==> src/rtl/trng_fe_pkg.sv <==
package trng_fe_pkg;
   localparam int BUS_W = 32;

   localparam logic [BUS_W-1:0] CMD_RESET    = 32'h0000_0001;
   localparam logic [BUS_W-1:0] CMD_RELEASE  = 32'h0000_0002;
   localparam logic [BUS_W-1:0] CMD_ENABLE   = 32'h8000_0000;
   localparam logic [BUS_W-1:0] CMD_ZEROIZE  = 32'h8000_0004;
   localparam logic [BUS_W-1:0] CMD_ACK_ZERO = 32'h8000_0008;
   localparam logic [BUS_W-1:0] CMD_RD_ACK   = 32'h8000_000F;

   localparam logic [7:0] STS_NONE    = 8'h00;
   localparam logic [7:0] STS_RST_ACK = 8'hAC;
   localparam logic [7:0] STS_PASS    = 8'h57;
   localparam logic [7:0] STS_FAIL    = 8'hFA;
   localparam logic [7:0] STS_WORD    = 8'hED;

   typedef enum logic [3:0] {
      ST_IDLE, ST_RST_WAIT, ST_RST_ACK, ST_RELEASED, ST_ENABLED,
      ST_TESTING, ST_PASS, ST_FAIL, ST_RUN
   } fe_state_e;

   typedef struct packed {
      logic reset;
      logic release_rst;
      logic enable;
      logic zeroize;
      logic ack_zero;
      logic rd_ack;
   } fe_cmd_t;
endpackage

==> src/rtl/trng_fe_decode.sv <==
module trng_fe_decode
   import trng_fe_pkg::*;
#(
   parameter int ADDR_W = 4
) (
   input  logic              wr,
   input  logic [ADDR_W-1:0] addr,
   input  logic [BUS_W-1:0]  wdata,
   output fe_cmd_t           cmd
);
   logic hit;

   always_comb begin
      hit             = wr && (addr == '0);
      cmd.reset       = hit && (wdata == CMD_RESET);
      cmd.release_rst = hit && (wdata == CMD_RELEASE);
      cmd.enable      = hit && (wdata == CMD_ENABLE);
      cmd.zeroize     = hit && (wdata == CMD_ZEROIZE);
      cmd.ack_zero    = hit && (wdata == CMD_ACK_ZERO);
      cmd.rd_ack      = hit && (wdata == CMD_RD_ACK);
   end

   always_comb begin
      a_onehot_r10 : assert ($onehot0(cmd));
   end
endmodule

==> src/rtl/trng_fe_seq.sv <==
module trng_fe_seq
   import trng_fe_pkg::*;
#(
   parameter int RESET_CYC = 20000,
   parameter int WIN_CYC   = 1000000
) (
   input  logic       clk,
   input  logic       rst_n,
   input  fe_cmd_t    cmd,
   input  logic       st_pass,
   input  logic       hold,
   output fe_state_e  state,
   output logic [7:0] status
);
   localparam int MAX_CYC = (RESET_CYC > WIN_CYC) ? RESET_CYC : WIN_CYC;
   localparam int CNT_W   = $clog2(MAX_CYC + 1);
   localparam logic [CNT_W-1:0] RST_LAST = CNT_W'(RESET_CYC - 1);
   localparam logic [CNT_W-1:0] WIN_LAST = CNT_W'(WIN_CYC - 1);

   logic [CNT_W-1:0] cnt;

   always_ff @(posedge clk or negedge rst_n) begin
      if (!rst_n) begin
         state <= ST_IDLE;
         cnt   <= '0;
      end else if (cmd.reset) begin
         state <= ST_RST_WAIT;
         cnt   <= '0;
      end else begin
         case (state)
            ST_RST_WAIT: begin
               if (cnt == RST_LAST) state <= ST_RST_ACK;
               else                 cnt   <= cnt + 1'b1;
            end
            ST_RST_ACK:  if (cmd.release_rst) state <= ST_RELEASED;
            ST_RELEASED: if (cmd.enable)      state <= ST_ENABLED;
            ST_ENABLED: if (cmd.zeroize) begin
               state <= ST_TESTING;
               cnt   <= '0;
            end
            ST_TESTING: begin
               if (cnt == WIN_LAST) state <= st_pass ? ST_PASS : ST_FAIL;
               else                 cnt   <= cnt + 1'b1;
            end
            ST_PASS:     if (cmd.ack_zero)    state <= ST_RUN;
            default:     state <= state;
         endcase
      end
   end

   always_comb begin
      case (state)
         ST_RST_ACK, ST_RELEASED, ST_ENABLED: status = STS_RST_ACK;
         ST_PASS: status = STS_PASS;
         ST_FAIL: status = STS_FAIL;
         ST_RUN:  status = hold ? STS_WORD : STS_NONE;
         default: status = STS_NONE;
      endcase
   end

   p_ack_from_wait_r3 : assert property (@(posedge clk) disable iff (!rst_n)
      $rose(state == ST_RST_ACK) |-> $past(state) == ST_RST_WAIT);
   p_window_exit_r5 : assert property (@(posedge clk) disable iff (!rst_n)
      (state == ST_TESTING && !cmd.reset) |=>
         (state == ST_TESTING || state == ST_PASS || state == ST_FAIL));
   p_fail_latch_r6 : assert property (@(posedge clk) disable iff (!rst_n)
      (state == ST_FAIL && !cmd.reset) |=> state == ST_FAIL);
   p_pass_wait_r7 : assert property (@(posedge clk) disable iff (!rst_n)
      (state == ST_PASS && !cmd.reset && !cmd.ack_zero) |=> state == ST_PASS);
endmodule

==> src/rtl/trng_fe_hold.sv <==
module trng_fe_hold
   import trng_fe_pkg::*;
(
   input  logic             clk,
   input  logic             rst_n,
   input  logic             run,
   input  fe_cmd_t          cmd,
   input  logic             ent_valid,
   input  logic [BUS_W-1:0] ent_data,
   output logic             hold,
   output logic [BUS_W-1:0] word
);
   logic armed;

   always_ff @(posedge clk or negedge rst_n) begin
      if (!rst_n) begin
         armed <= 1'b0;
         hold  <= 1'b0;
         word  <= '0;
      end else if (cmd.reset || !run) begin
         armed <= 1'b0;
         hold  <= 1'b0;
         word  <= '0;
      end else if (hold) begin
         if (cmd.rd_ack) begin
            hold <= 1'b0;
            word <= '0;
         end
      end else if (armed) begin
         if (ent_valid) begin
            hold  <= 1'b1;
            word  <= ent_data;
            armed <= 1'b0;
         end
      end else if (cmd.enable) begin
         armed <= 1'b1;
      end
   end

   p_no_capture_unarmed_r9 : assert property (@(posedge clk) disable iff (!rst_n)
      (!armed && !hold) |=> !hold);
   p_hold_stable_r9 : assert property (@(posedge clk) disable iff (!rst_n)
      (hold && !cmd.rd_ack && !cmd.reset && run) |=> (hold && $stable(word)));
   p_reset_drop_r11 : assert property (@(posedge clk) disable iff (!rst_n)
      cmd.reset |=> (!hold && !armed));
   p_zero_empty_r12 : assert property (@(posedge clk) disable iff (!rst_n)
      !hold |-> word == '0);
endmodule

==> src/rtl/trng_cmd_front.sv <==
module trng_cmd_front
   import trng_fe_pkg::*;
#(
   parameter int ADDR_W      = 4,
   parameter int RESET_CYC   = 20000,
   parameter int RESET_LIMIT = 40000,
   parameter int WIN_CYC     = 1000000,
   parameter bit RDATA_REG   = 1'b0
) (
   input  logic              clk,
   input  logic              rst_n,
   input  logic              bus_wr,
   input  logic              bus_rd,
   input  logic [ADDR_W-1:0] bus_addr,
   input  logic [31:0]       bus_wdata,
   output logic [31:0]       bus_rdata,
   input  logic              ent_valid,
   input  logic [31:0]       ent_data,
   input  logic              st_pass
);
   localparam logic [ADDR_W-1:0] OFS_DATA = ADDR_W'(0);
   localparam logic [ADDR_W-1:0] OFS_STS  = ADDR_W'(4);

   if (ADDR_W < 3) begin : g_bad_addr
      $error("ADDR_W must reach offset 0x4");
   end
   if (RESET_CYC < 1 || RESET_CYC > RESET_LIMIT) begin : g_bad_reset
      $error("RESET_CYC must lie in 1..RESET_LIMIT");
   end
   if (WIN_CYC < 1) begin : g_bad_win
      $error("WIN_CYC must be at least 1");
   end

   fe_cmd_t    cmd;
   fe_state_e  state;
   logic [7:0] status;
   logic       hold;
   logic [31:0] word;
   logic [31:0] rd_mux;

   trng_fe_decode #(.ADDR_W(ADDR_W)) u_decode (
      .wr(bus_wr), .addr(bus_addr), .wdata(bus_wdata), .cmd(cmd)
   );

   trng_fe_seq #(.RESET_CYC(RESET_CYC), .WIN_CYC(WIN_CYC)) u_seq (
      .clk(clk), .rst_n(rst_n), .cmd(cmd), .st_pass(st_pass),
      .hold(hold), .state(state), .status(status)
   );

   trng_fe_hold u_hold (
      .clk(clk), .rst_n(rst_n), .run(state == ST_RUN), .cmd(cmd),
      .ent_valid(ent_valid), .ent_data(ent_data), .hold(hold), .word(word)
   );

   always_comb begin
      rd_mux = '0;
      if (bus_rd) begin
         if (bus_addr == OFS_DATA)     rd_mux = hold ? word : '0;
         else if (bus_addr == OFS_STS) rd_mux = {24'h0, status};
      end
   end

   if (RDATA_REG) begin : g_rd_reg
      always_ff @(posedge clk or negedge rst_n) begin
         if (!rst_n)      bus_rdata <= '0;
         else if (bus_rd) bus_rdata <= rd_mux;
      end
   end else begin : g_rd_comb
      assign bus_rdata = rd_mux;
   end

   p_hold_in_run_r8 : assert property (@(posedge clk) disable iff (!rst_n)
      hold |-> state == ST_RUN);
   p_word_status_r8 : assert property (@(posedge clk) disable iff (!rst_n)
      hold |-> status == STS_WORD);
endmodule

==> config.mk <==
export PLATFORM = sky130hd
export DESIGN_NAME = trng_cmd_front
export DESIGN_NICKNAME = d
export VERILOG_FILES = /design/src/rtl/trng_fe_pkg.sv /design/src/rtl/trng_fe_decode.sv /design/src/rtl/trng_fe_seq.sv /design/src/rtl/trng_fe_hold.sv /design/src/rtl/trng_cmd_front.sv
export SDC_FILE = /design/constraint.sdc
export NUM_CORES = 1
export LEC_CHECK = 0
export BUFFER_PORTS_ARGS = -buffer_cell sky130_fd_sc_hd__buf_2
export CAP_MARGIN = 10
export CORE_MARGIN = 2
export CORE_UTILIZATION = 51
export DETAILED_ROUTE_END_ITERATION = 6
export PLACE_DENSITY_LB_ADDON = 0.1
export RECOVER_POWER = 25
export SLEW_MARGIN = 20
export SYNTH_ARGS = -nofsm -noshare
export SYNTH_HDL_FRONTEND = slang
export SYNTH_SLANG_ARGS = --single-unit
==> constraint.sdc <==
create_clock -name clk -period 2.7 [get_ports clk]
set_input_delay 0.81 -clock clk [delete_from_list [all_inputs] [get_ports clk]]
set_output_delay 0.81 -clock clk [all_outputs]
set_load 0.02 [all_outputs]
After elaboration in Yosys (flattened, before gate mapping)
Index checks and enable logic that the tools add are counted.
Widths: inputs -> output; s select.
{"block": "word_totals", "register_bits": 58, "latch_bits": 0, "inputBits": 74, "mem_bits_ro": 0, "mem_count": 0, "out_inout_bits": 32, "mem_bits_rw": 0}
{"block": "op_classes", "n_mux": 35, "eq_ne": 27, "n_mul": 0, "shifts": 0, "n_lt_le_gt_ge": 0, "n_addsub": 1, "n_reduce_logical": 18, "n_bitwise": 0, "n_div": 0}
{"cell": "$mux 32", "count": 8}
{"cell": "$eq 32x32->1 const B", "count": 4}
{"cell": "$mux 20", "count": 4}
{"cell": "$pmux 20 s3", "count": 1}
{"cell": "$eq 32x1->1 const B", "count": 1}
{"cell": "$eq 32x2->1 const B", "count": 1}
{"cell": "$pmux 8 s4", "count": 1}
{"cell": "$mux 4", "count": 7}
{"cell": "$pmux 4 s6", "count": 1}
{"cell": "$add 20x1->20 const B", "count": 1}
{"cell": "$eq 20x15->1 const B", "count": 1}
{"cell": "$eq 20x20->1 const B", "count": 1}
{"cell": "$eq 4x3->1 const B", "count": 5}
{"cell": "$ne 3x2->1 const B", "count": 6}
{"cell": "$mux 8", "count": 2}
{"cell": "$mux 1", "count": 11}
{"cell": "$eq 4x2->1 const B", "count": 2}
{"cell": "$logic_and 1x1->1", "count": 7}
{"cell": "$reduce_and 7->1", "count": 1}
{"cell": "$reduce_bool 7->1", "count": 1}
{"cell": "$ne 3x1->1 const B", "count": 2}
{"cell": "$reduce_bool 3->1", "count": 2}
{"cell": "$eq 4x1->1 const B", "count": 1}
{"cell": "$eq 4x4->1 const B", "count": 1}
{"cell": "other kinds (9)", "count": 9}

Depth between registers and ports, before layout
Gate-level depths: netlist of run 1.
{"block": "logic_depth", "depth_word": 7, "depth_mapped": 10}

By module
From an unflattened synthesis of run 1, not the netlist that was laid out.
{"block": "hier_totals", "cells_unflattened": 406, "area_unflattened_um2": 3873.7}
{"mod": "trng_fe_seq", "n_inst": 1, "cells_each": 211, "seq_area_each_um2": 600.6, "area_per_inst_um2": 1783.0}
{"mod": "trng_fe_hold", "n_inst": 1, "cells_each": 82, "seq_area_each_um2": 850.8, "area_per_inst_um2": 1330.0}
{"mod": "trng_cmd_front", "n_inst": 1, "cells_each": 84, "seq_area_each_um2": 0.0, "area_per_inst_um2": 559.3}
{"mod": "trng_fe_decode", "n_inst": 1, "cells_each": 29, "seq_area_each_um2": 0.0, "area_per_inst_um2": 201.4}

Worst setup path before layout of run 1
Ideal clock, no wire load.
{"block": "synth_timing", "path_type": "input to register", "start": "input port bus_wdata[21]", "end": "register u_seq.cnt[7]", "path_slack_ns": -0.249, "n_path_buf": 2, "setup_time_ns": 0.092, "arrival_time_ns": 2.857, "t_required_ns": 2.608, "cell_stages": 9, "cell_sequence": "or4_4 nor4_4 nand4_1 a31oi_2 a21oi_2 or2_1 buf_6 buf_6 o31ai_2"}
{"block": "synth_between", "elab_chain_len": 4}
{"item": "start: declaration", "line": "trng_cmd_front.sv:15", "rtl": "input logic [31:0] bus_wdata,"}
{"item": "$eq 32x1->1 / $eq 32x32->1 (equally long branches)", "line": "trng_fe_decode.sv:15, trng_fe_decode.sv:18"}
{"item": "$logic_and 1x1->1, on equally long branches", "line": "trng_fe_decode.sv:15, trng_fe_decode.sv:18"}
{"item": "$ne 3x2->1 (no source line) / $reduce_bool 4->1 (equally long branches)"}
{"item": "$reduce_and 4->1 (no source line)"}
{"item": "end signal: assignment", "line": "trng_fe_seq.sv:33", "rtl": "else cnt <= cnt + 1'b1;"}
{"item": "end signal: assignment", "line": "trng_fe_seq.sv:43", "rtl": "else cnt <= cnt + 1'b1;"}
{"item": "end: declaration", "line": "trng_fe_seq.sv:20", "rtl": "logic [CNT_W-1:0] cnt;"}
Parallel ways exist; a longest one is shown, timed or not.
A chain may end at the register's enable or synchronous reset.

Final worst setup path of run 1
{"block": "layout_timing", "start": "input port bus_addr[2]", "end": "output port bus_rdata[19]"}
{"block": "layout_between", "elab_chain_len": 3}
{"item": "start: declaration", "line": "trng_cmd_front.sv:14", "rtl": "input logic [ADDR_W-1:0] bus_addr,"}
{"item": "$logic_not 4->1", "line": "trng_cmd_front.sv:58", "rtl": "if (bus_addr == OFS_DATA) rd_mux = hold ? word : '0;"}
{"item": "$mux 32", "line": "trng_cmd_front.sv:58"}
{"item": "$mux 32", "line": "trng_cmd_front.sv:57", "rtl": "if (bus_rd) begin"}
{"item": "end: declaration", "line": "trng_cmd_front.sv:16", "rtl": "output logic [31:0] bus_rdata,"}
Every way passes these cells.

==> results.py, run 1 <==
metrics = {
    "global_routing": {
        "grt_max_degree": 59,
        "overflow": 0,
        "antenna_found_initial": 0,
        "grt_use_total": 0.259,
        "grt_pass1_vias": 3359,
        "grt_first_pass_wirelength_mm": 15.2,
    },
    "detailed_routing": {
        "antenna_left": 0,
        "totalWireLength_mm": 10.2,
        "drc": 0,
        "drtIter0Drc": 189,
        "via_per_inst": 5.98,
        "vias": 3415,
        "wire_per_inst_um": 17.9,
        "drtPass1Iterations": 4,
    },
    "sta": {
        "finalClockSkew_ns": 0.0140,
        "finalSetupViolations": 29,
        "hold_viol": 0,
        "setup_ws_ns": -0.141,
        "fmax_mhz": 352,
        "fin_crit_sh": 1.05,
        "setup_tns_ns": -2.04,
        "worst_pin_slew_ns": 1.47,
        "period_needed_ns": 2.84,
        "max_slew_margin": 0.0229,
        "report.final.slew_viol_count": 0,
        "rsz0062_at_grt": "yes",
    },
    "finish": {
        "final_common_cell": "buf_2",
        "syn_to_final_growth_pct": 48.9,
        "final_util": 0.781,
        "n_antenna_cell": 0,
        "drive_gt1_frac": 0.457,
        "final_area_um2": 4930,
        "seq_area_um2": 1460,
        "nNetsFinal": 564,
        "multi_input_area_um2": 2000,
        "final_cell_count_no_fill": 571,
        "layout_common_cells": "buf_2 (72), dfrtp_1 (55), buf_4 (37)",
        "n_fill_cell": 437,
    },
    "yosys": {
        "synth_nets": 424,
        "synth_cell_types": 53,
        "yosysTopAreaCellShare": 0.438,
        "synth_area_leaders": "dfrtp_1 (44%), a22o_1 (8.5%), and2_1 (5.1%)",
        "netlist_area_um2": 3310,
        "synth_edf_count": 0,
        "netlist_instances": 349,
        "ys_async_sr_fraction": 1.00,
        "synth.avg_cell_area_um2": 9.49,
        "ys_warn_count": 0,
        "synth_top_cell_by_area": "dfrtp_1",
        "synth_top_flop_cell": "dfrtp_1",
        "ys_ff_latch": 58,
        "ys_seq_area_frac": 0.438,
    },
    "clock_tree": {
        "h-tree-depth": 3,
        "cts_hold_buf": 0,
        "cts_buffers": 9,
        "cts_tree": "built",
        "clock_latency_ns": 0.35,
        "clock_path_buffers": 2,
        "clk_pin_slew_worst_paths_ns": 0.06,
        "cts-root-buf": "clkbuf_8",
        "cts_sinks": 58,
    },
    "setup_path": {
        "crit_required_ns": 1.89,
        "critPathLaunchType": "primary input",
        "path_max_fanout": 24,
        "end_kind": "output pin",
        "crit_arrival_ns": 2.03,
        "crit_type": "primary input to output pin",
    },
    "die": {
        "coreArea_um2": 6310,
        "start_util": 0.525,
        "die_w_um": 84.6,
        "ioPinCount": 106,
        "die_area_um2": 7160,
        "die_y_um": 84.6,
        "rows": 29,
    },
    "job": {
        "max-cap-violations": 0,
    },
    "status": {
        "status": "finished, violations left",
        "violations": "negative setup slack",
    },
    "place": {
        "place.gp.congestion": 0.884,
        "place_inst": 540,
        "dpl.hpwl_mm": 6.17,
        "placed_area_um2": 4150,
        "numPortBuffers": 105,
    },
    "power_and_ir_drop": {
        "peakVddDrop_uv": 368,
        "pwr_density_cell_nw_per_um2": 371,
        "totalPowerFinal_mw": 1.83,
        "p_leak_nw": 2.28,
    },
    "worst_hold_path": {
        "hp-class": "flip-flop to flip-flop",
    },
}
[logic make-up after synthesis]
| kind of cell | count (synthesis) | synth area share |
|---|---|---|
| adders and majority gates | 1 | 0.00378 |
| DFF | 58 | 0.438 |
| AOI/OAI and AO/OA | 101 | 0.230 |
| and+or+nand+nor | 158 | 0.286 |
| buffers and inverters | 30 | 0.0389 |
| muxes | 1 | 0.00302 |
[area by class of cell]
| cell class | instances | area share |
|---|---|---|
| Clock inverter | 4 | 0.0101 |
| Inverter | 11 | 0.00837 |
| Multi-Input combinational cell | 261 | 0.406 |
| Clock buffer | 12 | 0.0315 |
| Sequential cell | 58 | 0.295 |
| Timing Repair Buffer | 148 | 0.230 |
| Tap cell | 77 | 0.0195 |
[cell usage after synthesis, types with 6 or more instances]
master,instances
dfrtp_1,58
a22o_1,32
and2_1,27
nand2_1,23
nor2_1,23
clkbuf_1,16
nand3_1,14
o21ai_0,14
and3_1,12
a21oi_1,10
inv_1,10
o21ai_1,10
nand4_1,8
nor2b_1,8
o31ai_1,8
nor3_1,6
nor4_1,6
o31ai_2,6
[power breakdown]
group / internal, mW / leakage, nW / switching (mW)
logic: 0.0557 / 1.39 / 0.0538
registers: 0.868 / 0.786 / 0.0000000936
clock network: 0.475 / 0.0986 / 0.378
total: 1.40 / 2.28 / 0.431
[final timing paths]
path / cells past startpoint / from / slack (ns) / endpoint
setup / recovery: 7 / bus_addr[2] / -0.14 / bus_rdata[19]
max in group asynchronous: 2 / rst_n / 0.83 / u_seq.state[1]$_DFFE_PN0P_
hold reg to reg: 1 / u_hold.word[23]$_DFFE_PN0P_ / 0.50 / u_hold.word[23]$_DFFE_PN0P_
setup reg to reg: 9 / u_seq.cnt[0]$_DFFE_PN0P_ / 0.24 / u_seq.cnt[18]$_DFFE_PN0P_
min in group asynchronous: 2 / rst_n / 0.89 / u_hold.word[11]$_DFFE_PN0P_
hold / removal: 1 / u_hold.word[23]$_DFFE_PN0P_ / 0.50 / u_hold.word[23]$_DFFE_PN0P_
[through the flow]
| step | worst slack [ns] | hold WS, ns |
|---|---|---|
| 6_report | -0.141 | 0.498 |
| 5_1_grt | -0.197 | 0.514 |
| 4_1_cts | -0.0742 | 0.472 |
| 3_5_place_dp | -0.401 | 0.484 |
| 3_3_place_gp | -0.345 | 0.479 |
| 2_1_floorplan | -0.193 | 0.462 |
[per-layer routing]
layer | part of all wire | global-route usage
met1 | 0.41 | 0.338
met3 | 0.061 | 0.0442
met4 | 0.022 | 0.107
met5 | 0 | 0
met2 | 0.50 | 0.429
[worst max-delay path, cell delays in order]
cell    delay (ns)
buf_6         0.10
nor4_4        0.28
buf_4         0.17
and3_4        0.19
buf_12        0.14
and2_1        0.20
buf_6         0.14
[sequential cells by signal (all words and copies together), names as in the netlist]
signal	cells
u_seq.cnt	20
u_hold.word	32
u_hold.hold	1
u_hold.armed	1
u_seq.state	4
[timing repair]
item	CTS	global route
endpoints found under the setup margin	39	87
setup buffers	3	7
resized for setup	64	65
gates cloned	0	5
pin swaps	6	21
Note: power is estimated with default switching activity, not from simulation.
==> run 2: changes to the inputs <==
CORE_UTILIZATION = 54   (was 51)
RECOVER_POWER = 100   (was 25)
clock period = 3.5 ns   (was 2.7 ns; I/O delays follow)
==> run 2 against run 1 <==
  * The flow now finishes without violations
  * Final area decreased by 17%
  * Wire length decreased by 21%
  * Global-route usage down 0.94 points
  * Combinational power shrank 37%
  * Largest cell class unchanged
  * Critical endpoint is now bus_rdata[17]
  * Sequential share of layout area is 5.7 points higher
  * Sequential power down 23%
  * Flip-flop and latch count stayed put
  * Highest routed layer unchanged
  * Clock power shrank 25%
  * Clock-buffer cell count unchanged
  * Critical path depth down 1
  * Critical path type unchanged
==> results.py, run 2 (synthesis gave the netlist of run 1 again) <==
metrics = {
    "finish": {
        "top_register": "u_hold.word",
        "largest_reg_flops": 32,
        "syn_to_final_growth_pct": 24.3,
        "layout_common_cells": "buf_2 (74), dfrtp_1 (58), a22o_1 (32)",
        "final_common_cell": "buf_2",
        "reg_top3": "u_hold.word: 32 flops, u_seq.cnt: 20 flops, u_seq.state: 4 flops",
        "final_cell_count_no_fill": 540,
        "final_area_um2": 4120,
        "drive_gt1_frac": 0.295,
        "nNetsFinal": 535,
        "n_fill_cell": 491,
        "n_antenna_cell": 0,
    },
    "setup_path": {
        "r2r-end": "u_seq.state[0]$_DFFE_PN0P_",
        "critPathLaunchType": "primary input",
        "crit_end": "bus_rdata[17]",
        "crit_arrival_ns": 2.30,
        "end_kind": "output pin",
        "crit_type": "primary input to output pin",
        "r2r_setup_slack_ns": 1.05,
        "worstReg2RegStart": "u_seq.cnt[0]$_DFFE_PN0P_",
        "cp-startpoint": "bus_addr[2]",
        "path_max_fanout": 24,
        "ff2ff_path_depth": 8,
        "crit_required_ns": 2.45,
    },
    "global_routing": {
        "grt_max_degree": 33,
        "overflow": 0,
        "grt_first_pass_wirelength_mm": 13.0,
        "antenna_found_initial": 0,
        "grt_use_total": 0.250,
        "grt_pass1_vias": 2903,
    },
    "clock_tree": {
        "cts_resized": 0,
        "cts_sinks": 58,
        "clock_path_buffers": 2,
        "cts_hold_buf": 0,
        "h-tree-depth": 3,
        "clk_pin_slew_worst_paths_ns": 0.06,
        "cts-root-buf": "clkbuf_8",
        "clock_latency_ns": 0.34,
        "cts_buffers": 9,
        "cts_tree": "built",
        "cts_setup_buffers": 0,
    },
    "power_and_ir_drop": {
        "peakVddDrop_uv": 278,
        "pwr_density_cell_nw_per_um2": 334,
        "p_leak_nw": 1.92,
    },
    "die": {
        "start_util": 0.560,
        "die_area_um2": 6780,
        "die_w_um": 82.3,
        "rows": 28,
        "die_y_um": 82.3,
        "coreArea_um2": 5920,
        "ioPinCount": 106,
    },
    "place": {
        "place.gp.congestion": 0.916,
        "placed_area_um2": 4000,
        "numPortBuffers": 105,
        "place_inst": 524,
        "dpl.hpwl_mm": 5.91,
    },
    "sta": {
        "rsz0062_at_grt": "no",
        "period_needed_ns": 3.35,
        "setup_tns_ns": 0,
        "fmax_mhz": 298,
        "worst_pin_slew_ns": 1.46,
        "finalSetupViolations": 0,
        "finalClockSkew_ns": 0.00855,
        "hold_viol": 0,
        "fin_crit_sh": 0.958,
        "report.final.slew_viol_count": 0,
        "hold-worst-slack_ns": 0.498,
        "max_slew_margin": 0.0298,
    },
    "detailed_routing": {
        "drc": 0,
        "via_per_inst": 5.84,
        "drtPass1Iterations": 5,
        "antenna_left": 0,
        "vias": 3152,
        "totalWireLength_mm": 8.13,
        "drtIter0Drc": 199,
        "wire_per_inst_um": 15.1,
    },
    "worst_hold_path": {
        "hp-class": "flip-flop to flip-flop",
        "hold_path_depth": 1,
    },
    "status": {
        "status": "completed",
    },
    "job": {
        "max-cap-violations": 0,
    },
}
-- run 2: cell types whose count changed in the layout (fill, tap and decap cells not counted), sizes merged --
| cell | previous run | this run |
|---|---|---|
| clkbuf | 15 | 49 |
| buf | 145 | 82 |
-- run 2: per-layer routing --
metal  track usage  vias up  wire length [µm]
li1              -     1535                 -
met5             0        -                 0
met1         0.342     1485              3700
met2         0.382      120              3720
met4        0.0933        0               105
met3        0.0630       12               609
-- run 2: critical path, cell delays in order --
cell	delay (ns)
buf_2	0.12
nor4_2	0.38
and3_1	0.27
buf_12	0.16
and2_1	0.15
clkbuf_2	0.17
-- run 2: how the worst min path moves through the flow --
| stage | from | to | slack (ns) |
|---|---|---|---|
| finish | u_hold.word[23]$_DFFE_PN0P_ | u_hold.word[23]$_DFFE_PN0P_ | 0.50 |
| global route | u_hold.word[11]$_DFFE_PN0P_ | u_hold.word[11]$_DFFE_PN0P_ | 0.52 |
| CTS | u_hold.word[20]$_DFFE_PN0P_ | u_hold.word[20]$_DFFE_PN0P_ | 0.50 |
| detailed placement | u_hold.word[23]$_DFFE_PN0P_ | u_hold.word[23]$_DFFE_PN0P_ | 0.48 |
| global placement | u_hold.word[28]$_DFFE_PN0P_ | u_hold.word[28]$_DFFE_PN0P_ | 0.48 |
| floorplan | u_seq.cnt[19]$_DFFE_PN0P_ | u_seq.cnt[19]$_DFFE_PN0P_ | 0.46 |
-- run 2: layout make-up --
cell class | instances | area [µm²] | share of cell area
sequential | 58 | 1450 | 0.352
tap | 75 | 93.8 | 0.0228
clock inverter | 4 | 50.0 | 0.0122
inverter | 11 | 41.3 | 0.0100
timing repair buffer | 119 | 634 | 0.154
multi-input combinational | 261 | 1690 | 0.411
clock buffer | 12 | 155 | 0.0377
-- run 2: through the flow --
step	total power [mW]	utilization	setup slack, ns
final	1.38	0.695	0.147
after CTS	1.39	0.709	0.139
after detailed placement	0.755	0.675	-0.0687
after global placement	0.754	0.675	-0.0518
after floorplan	0.694	-	0.189
after global routing	1.43	0.695	0.0288
-- run 2: report_power, final --
group | switching (mW) | total (mW) | internal (mW)
sequential | 0.0000000545 | 0.670 | 0.670
combinational | 0.0346 | 0.0690 | 0.0345
clock | 0.270 | 0.637 | 0.366
total | 0.305 | 1.38 | 1.07
